<file path="config.mk">
export PLATFORM = sky130hd
export DESIGN_NAME = txpkt_prio_mux
export DESIGN_NICKNAME = d
export VERILOG_FILES = /design/src/rtl/txpkt_prio_mux.sv
export SDC_FILE = /design/constraint.sdc
export NUM_CORES = 1
export LEC_CHECK = 0
export CAP_MARGIN = 20
export CORE_MARGIN = 4
export CORE_UTILIZATION = 24
export CTS_CLUSTER_SIZE = 16
export DETAILED_ROUTE_END_ITERATION = 10
export GPL_TIMING_DRIVEN = 0
export PLACE_DENSITY = 0.9
export SLEW_MARGIN = 20
export SYNTH_ARGS = -nofsm -noshare
export SYNTH_HDL_FRONTEND = slang
export SYNTH_SLANG_ARGS = --single-unit
</file>
<file path="constraint.sdc">
create_clock -name clk -period 2.5 [get_ports clk]
set_input_delay 0.5 -clock clk [delete_from_list [all_inputs] [get_ports clk]]
set_output_delay 0.5 -clock clk [all_outputs]
set_load 0.005 [all_outputs]
</file>
<file path="src/rtl/txpkt_prio_mux.sv">
module txpkt_prio_mux #(
  parameter int DW = 32
) (
  input  logic           clk,
  input  logic           rst,
  input  logic [4:0]     s_valid,
  input  logic [4:0]     s_full,
  input  logic [4:0]     s_sop,
  input  logic [4:0]     s_eop,
  input  logic [5*DW-1:0] s_data,
  output logic [4:0]     s_ready,
  output logic           m_valid,
  output logic           m_sop,
  output logic           m_eop,
  output logic [DW-1:0]  m_data,
  input  logic           m_ready
);
  localparam int NS = 5;

  logic       busy;
  logic [2:0] owner;
  logic       last_d2;
  logic [2:0] pick;
  logic [2:0] cur;
  logic       any_req, active, end_hs;

  wire [NS-1:0] req = s_full & s_valid & s_sop;

  always_comb begin
    pick = 3'd4;
    if (req[0])                 pick = 3'd0;
    else if (req[1] && req[2])  pick = last_d2 ? 3'd1 : 3'd2;
    else if (req[1])            pick = 3'd1;
    else if (req[2])            pick = 3'd2;
    else if (req[3])            pick = 3'd3;
  end

  assign any_req = |req;
  assign cur     = busy ? owner : pick;
  assign active  = busy | any_req;
  assign m_valid = active & s_valid[cur];
  assign m_sop   = s_sop[cur];
  assign m_eop   = s_eop[cur];
  assign m_data  = s_data[cur*DW +: DW];
  assign s_ready = (active && m_ready) ? (NS'(1) << cur) : '0;
  assign end_hs  = m_valid & m_ready & m_eop;

  always_ff @(posedge clk) begin
    if (rst) begin
      busy    <= 1'b0;
      owner   <= 3'd0;
      last_d2 <= 1'b1;
    end else if (!busy && any_req) begin
      owner <= pick;
      if (pick == 3'd1) last_d2 <= 1'b0;
      if (pick == 3'd2) last_d2 <= 1'b1;
      if (!end_hs) busy <= 1'b1;
    end else if (busy && end_hs) begin
      busy <= 1'b0;
    end
  end


  ready_onehot_chk: assert property (@(posedge clk) disable iff (rst)
    $onehot0(s_ready) && (|s_ready -> m_ready));


  stall_hold_chk: assert property (@(posedge clk) disable iff (rst)
    (m_valid && !m_ready) |=> (m_valid && $stable(m_data) && $stable(m_sop) && $stable(m_eop)));


  owner_lock_chk: assert property (@(posedge clk) disable iff (rst)
    (busy && !end_hs) |=> (busy && $stable(owner)));


  no_gap_chk: assert property (@(posedge clk) disable iff (rst)
    busy |-> m_valid);


  eligible_only_chk: assert property (@(posedge clk) disable iff (rst)
    (!busy && m_valid) |-> (s_full[cur] && s_sop[cur]));
endmodule

</file>
# Yosys cells after proc, flatten, opt, wreduce, memory -nomap -nowiden
# Cells that the tools add are included.
op_classes:
  n_addsub: 0
  mul: 0
  div_mod_pow: 0
  magnitude_cmp: 1
  eq_ne: 3
  shifts: 2
  muxes: 19
  bitwise: 6
  n_reduce_logical: 10
ops:
  columns: ["op", "n"]
  rows:
  - ["$shiftx A160 B9 Y32", 1]
  - ["$mux W3", 6]
  - ["$and A5 B5 Y5", 2]
  - ["$bmux W1 S3", 3]
  - ["$mux W1", 8]
  - ["$mux W5", 1]
  - ["$reduce_or A5 Y1", 1]
  - ["$shl A1 B3 Y5 const A", 1]
  - ["$logic_and A1 B1 Y1", 4]
  - ["$lt A3 B4 Y1 const B", 1]
  - ["$reduce_and A2 Y1", 2]
  - ["$reduce_bool A2 Y1", 2]
  - ["$and A1 B1 Y1", 3]
  - ["$eq A3 B1 Y1 const B", 1]
  - ["$eq A3 B2 Y1 const B", 1]
  - ["$mux W2", 1]
  - ["$ne A2 B2 Y1 const B", 1]
  - ["$logic_not A1 Y1", 1]
  - ["$or A1 B1 Y1", 1]
totals:
  regBits: 5
  latch_bits: 0
  ramBits: 0
  rom_bits: 0
  input_bits: 183
  output_inout_bits: 40
  elab_cells: 44
  mem_count: 0

# Logic depth before layout (Yosys ltp)
logic_depth:
  word_depth: 16
  mapped_depth: 8
  ltp_nobuf: 6

# Worst setup path before layout
# No wires, ideal clock.
synth_timing:
  path_type: "input to output"
  from: "input port s_sop[2]"
  to: "output port m_data[10]"
  arrival_ns: 2.000
  required_time_ns: 2.000
  slack_ns: 0.000
  path_stages: 7
  n_path_buf: 2
  cell_sequence: "and4b_4 o22ai_4 a21boi_2 buf_6 buf_12 mux4_2 a22o_1"
synth_between:
  elab_chain_len: 7
  elab_cells_between_ends: 8
  cone_classes: "shift (1); mux (5); bitwise (1); reduce/logical (1)"
synth_rtl:
  columns: ["element", "line_no", "source"]
  rows:
  - ["start: declaration", "8", "input logic [4:0] s_sop,"]
  - ["$and A5 B5 Y5 *", "27", "wire [NS-1:0] req = s_full & s_valid & s_sop;"]
  - ["$mux W3", "34", "else if (req[2]) pick = 3'd2;"]
  - ["$mux W3", "33", "else if (req[1]) pick = 3'd1;"]
  - ["$mux W3 *", "32", "else if (req[1] && req[2]) pick = last_d2 ? 3'd1 : 3'd2;"]
  - ["$mux W3 *", "31", "if (req[0]) pick = 3'd0;"]
  - ["$mux W3 *", "39", "assign cur = busy ? owner : pick;"]
  - ["$shiftx A160 B9 Y32 *", "44", "assign m_data = s_data[cur*DW +: DW];"]
  - ["end: declaration", "15", "output logic [DW-1:0] m_data,"]
# Every way passes the cells marked *; elsewhere a longest branch is shown, timed or not.

# Worst setup path in the final report
layout_timing:
  from: "register last_d2"
  to: "output port m_data[25]"
layout_between:
  elab_chain_len: 5
layout_rtl:
  columns: ["element", "line_no", "source"]
  rows:
  - ["start: declaration", "22", "logic last_d2;"]
  - ["start signal: assignment", "52", "last_d2 <= 1'b1;"]
  - ["start signal: assignment", "55", "if (pick == 3'd1) last_d2 <= 1'b0;"]
  - ["start signal: assignment", "56", "if (pick == 3'd2) last_d2 <= 1'b1;"]
  - ["$mux W2", "32", null]
  - ["$mux W3", "32", null]
  - ["$mux W3", "31", null]
  - ["$mux W3", "39", null]
  - ["$shiftx A160 B9 Y32", "44", null]
# No other way between the ends.

==> impl.org <==
** Run status
- Run status :: complete, but fails checks
- The checks that failed: setup timing.

** STA
- Aggregate negative setup slack :: -12.57 ns
- The clock arrives with 0.00136 ns of skew.
- Tcrit/Tclk final :: 1.18
- Counting I/O delays and the setup requirement, the final critical path takes 2.95 ns.
- The number of hold violations in the final report was 0.
- The number of pins with negative max-slew slack in the final report came to 0.
- Max-Slew Margin vs Limit :: 0.821
- Static timing analysis puts the maximum clock frequency at 339 MHz.
- Setup-failing EPs final :: 37
- Final WS setup :: -0.451 ns
- Setup repair after global routing could not meet its margin everywhere.
- At the pin with the least slew margin, the transition time is 0.269 ns.

** Yosys
- Syn Std Cell Area :: approximately 1700 µm²
- Counting flops with a built-in enable in the synthesized netlist gives 0.
- Post-synth top flop :: sky130_fd_sc_hd__dfxtp_1
- Share of the yosys chip area belonging to registers :: 0.0573
- Total number of yosys warnings :: 0
- Dominant cell type by area after synthesis :: sky130_fd_sc_hd__mux4_2
- Share of async-settable or async-resettable flops after synthesis :: 0
- Synth area leaders :: sky130_fd_sc_hd__mux4_2 34%, sky130_fd_sc_hd__a22o_1 17%, sky130_fd_sc_hd__mux4_1 11%
- List of most frequent post-synthesis cells :: 33 x sky130_fd_sc_hd__a22o_1, 26 x sky130_fd_sc_hd__mux4_2, 9 x sky130_fd_sc_hd__nand2_1
- After technology mapping, the gate count stands at 151.
- The number of nets handed over by synthesis was 334.
- In the post-synthesis netlist, the cell with the most instances is sky130_fd_sc_hd__a22o_1.
- Yosys top cell area share :: 0.335
- Distinct cell type count after synthesis :: 40
- The synthesized design contains 5 register bits.
- The average instance in the mapped netlist occupies 11.6 µm².

** GRT
- The via count of the first global-routing pass is 3050.
- The initial antenna violation count came to 1.
- The first global-routing pass estimated approximately 17000 µm of wire.
- Total GRT Usage :: 0.253
- Entering global routing, the biggest net connects 11 pins.
- The total overflow left after global routing is 0.

** Setup path
- Critical path type :: reg2out
- Largest fanout of any net on the critical path :: 8
- The critical path goes through and4b_4 > buf_12 > o22ai_4 > a21boi_2 > buf_6 > buf_12 > mux4_2 > a22o_1 > buf_2.
- The cell that appears most often on the critical path is sky130_fd_sc_hd__buf_12.
- Together, buffers and inverters on the worst path number 4.
- Data arrival time of the worst path :: about 2.5 ns
- Data on the critical path is required at its endpoint by 2.00 ns.
- The kind of cell with the highest combined delay along the critical path is buffers and inverters.
- STA classifies the critical path startpoint as a flip-flop.
- Delay contributed by the slowest stage of the critical path :: around 0.52 ns
- Worst-path cell with the longest stage delay :: sky130_fd_sc_hd__mux4_2
- Setup slack on the worst reg-to-reg path comes out at ~0.33 ns.
- STA classifies the critical path endpoint as a primary output.

** Power and ir drop
- Power per Cell Area :: 332 nW/µm²
- Across the VDD grid, the largest voltage drop is 0.000377 V.
- Static leakage :: 1.88 nW

** Route
- For this run, design rule violations remaining after detail routing come to 0.
- Post-detailed-route wirelength per cell :: roughly 23 µm
- After detailed routing, the number of vias per cell comes to 5.32.
- First DRT Iteration DRCs :: between 80 and 90
- Drt total wl :: 11900 µm
- The routed layout has 2774 vias.
- First drt pass iteration count :: 4
- In this run the remaining antenna-violating nets after routing total 0.

** Floorplan
- The floorplan step defined a core boundary enclosing 6940 µm².
- Measured along the x axis, the die boundary spans ~93 µm.
- During I/O placement, the number of pins put on the boundary was 223.
- Die Area :: 8700 µm²
- Die height :: 93.3 µm
- Number of placement rows :: 30
- The initial utilization of the core area, before any placement, comes to 0.251.

** Placed design
- Detailed placer's ending HPWL :: 8750 µm
- Setup slack at placement :: -1.23 ns
- Quantity of I/O buffers inserted on ports :: 222
- Routability-driven placement finished with a final weighted congestion of 0.880.

** Clock network
- Maximum root-to-sink buffer count :: 2
- For the worst-skew pair, the clock arrives at the later sink with an insertion delay of 0.23 ns.
- CTS placed an instance of sky130_fd_sc_hd__clkbuf_8 at the clock tree root.
- The tree built by TritonCTS fans out to 5 sinks.
- H-tree levels :: 1
- Hold-fix buffer count after cts :: 0
- TritonCTS clock tree :: done
- Clock tree synthesis inserted a total of 3 buffers.
- Clock-pin transition on the worst setup and hold timing paths :: 0.04 ns

** Hold path
- Path type of the worst min-delay path :: reg2reg

** Finish
- Area taken by multi-input logic gates :: around 1600 µm²
- The sequential cells in the finished layout cover a total of 101 µm².
- At the end of the flow, the number of nets in the layout was 608.
- Final Util :: 0.658
- Number of fillers in the final layout :: 532
- From synthesis to final layout, the design area changed by 162%.
- Of the cells placed in the final design, the portion with a size suffix greater than 1 is 0.422.

** Flow run
- Max-cap violations in this run came to 0.
timing repair:
| action | CTS | global route |
|---|---|---|
| pin swaps | 40 | 37 |
| setup endpoints to repair | 40 | 40 |
| resized for setup | 254 | 31 |
| hold endpoints to repair | 0 | 0 |
| gates cloned | 5 | 0 |
| buffers inserted | 36 | 13 |
where the power goes:
group	switching, W	internal, W	total (W)	leakage, nW
Clock	0.0000504	0.000110	0.000161	0.0228
Sequential	0.00000387	0.0000863	0.0000902	0.0406
Combinational	0.000460	0.000805	0.00126	1.82
Total	0.000514	0.00100	0.00152	1.88
metrics by stage:
| step | cell area [µm²] | hold slack [ns] | std cells | power [W] |
|---|---|---|---|---|
| after floorplan | 1750 | 0.435 | 151 | 0.000569 |
| after global placement | 4090 | 0.462 | 469 | 0.00118 |
| after detailed placement | 4090 | 0.464 | 469 | 0.00121 |
| after CTS | 4570 | 0.473 | 514 | 0.00148 |
| after global routing | 4570 | 0.531 | 521 | 0.00160 |
| final | 4570 | 0.504 | 521 | 0.00152 |
cell usage in the layout, fill, tap and decap left out, types with 2 or more instances in the layout:
master                              n
sky130_fd_sc_hd__a21oi_1            4
sky130_fd_sc_hd__buf_2             44
sky130_fd_sc_hd__buf_4             32
sky130_fd_sc_hd__nor3_2             2
sky130_fd_sc_hd__and2_1             2
sky130_fd_sc_hd__nor2_1             3
sky130_fd_sc_hd__clkbuf_2           5
sky130_fd_sc_hd__a22o_1            33
sky130_fd_sc_hd__nor3_4             2
sky130_fd_sc_hd__nand3_4            3
sky130_fd_sc_hd__o21ai_0            3
sky130_fd_sc_hd__a32o_2             2
sky130_fd_sc_hd__o21ai_2            2
sky130_fd_sc_hd__clkbuf_8           3
sky130_fd_sc_hd__buf_12             9
sky130_fd_sc_hd__or3_1              2
sky130_fd_sc_hd__a31oi_1            2
sky130_fd_sc_hd__buf_8              6
sky130_fd_sc_hd__dfxtp_1            4
sky130_fd_sc_hd__nand3_1            5
sky130_fd_sc_hd__and3_4             2
sky130_fd_sc_hd__buf_6             17
sky130_fd_sc_hd__mux4_2            33
sky130_fd_sc_hd__nand2_1            7
sky130_fd_sc_hd__clkdlybuf4s50_1  170
cell type report:
cell class | instances | area share
Multi-Input combinational cell | 128 | 0.350
Antenna cell | 1 | 0.000548
Tap cell | 96 | 0.0263
Sequential cell | 5 | 0.0222
Timing Repair Buffer | 269 | 0.546
Buffer | 16 | 0.0433
Clock buffer | 4 | 0.00986
Inverter | 2 | 0.00164
final timing paths:
| path | cells past startpoint | from | endpoint |
|---|---|---|---|
| min reg2reg | 2 | last_d2$_SDFFE_PP1P_ | last_d2$_SDFFE_PP1P_ |
| min | 2 | last_d2$_SDFFE_PP1P_ | last_d2$_SDFFE_PP1P_ |
| max reg2reg | 9 | last_d2$_SDFFE_PP1P_ | busy$_SDFFE_PP0P_ |
| max | 9 | last_d2$_SDFFE_PP1P_ | m_data[25] |
kinds of logic after synthesis:
logic type | Yosys count | synth area share
AO/OA/AOI/OAI | 56 | 0.281
AND/OR/NAND/NOR | 37 | 0.128
multiplexers | 35 | 0.452
buffers and inverters | 18 | 0.0810
flip-flops | 5 | 0.0573
routing by layer:
metal	GRT usage	vias up	wire (µm)
li1	-	1224	-
met1	0.263	1317	4000
met2	0.465	176	6230
met3	0.0644	57	944
met4	0.125	0	678
met5	0	-	0
flip-flops by register name, summed over array words and instances, names as in the netlist:
| signal | flops |
|---|---|
| owner | 3 |
| last_d2 | 1 |
| busy | 1 |
tightest hold or removal path: cells and delay by family, from the launching register on:
kind / cells / cell delay, ns
compound gates: 1 / 0.08
simple gates: 1 / 0.07
flops: 1 / 0.31
Power figures use the tool's default switching activity.
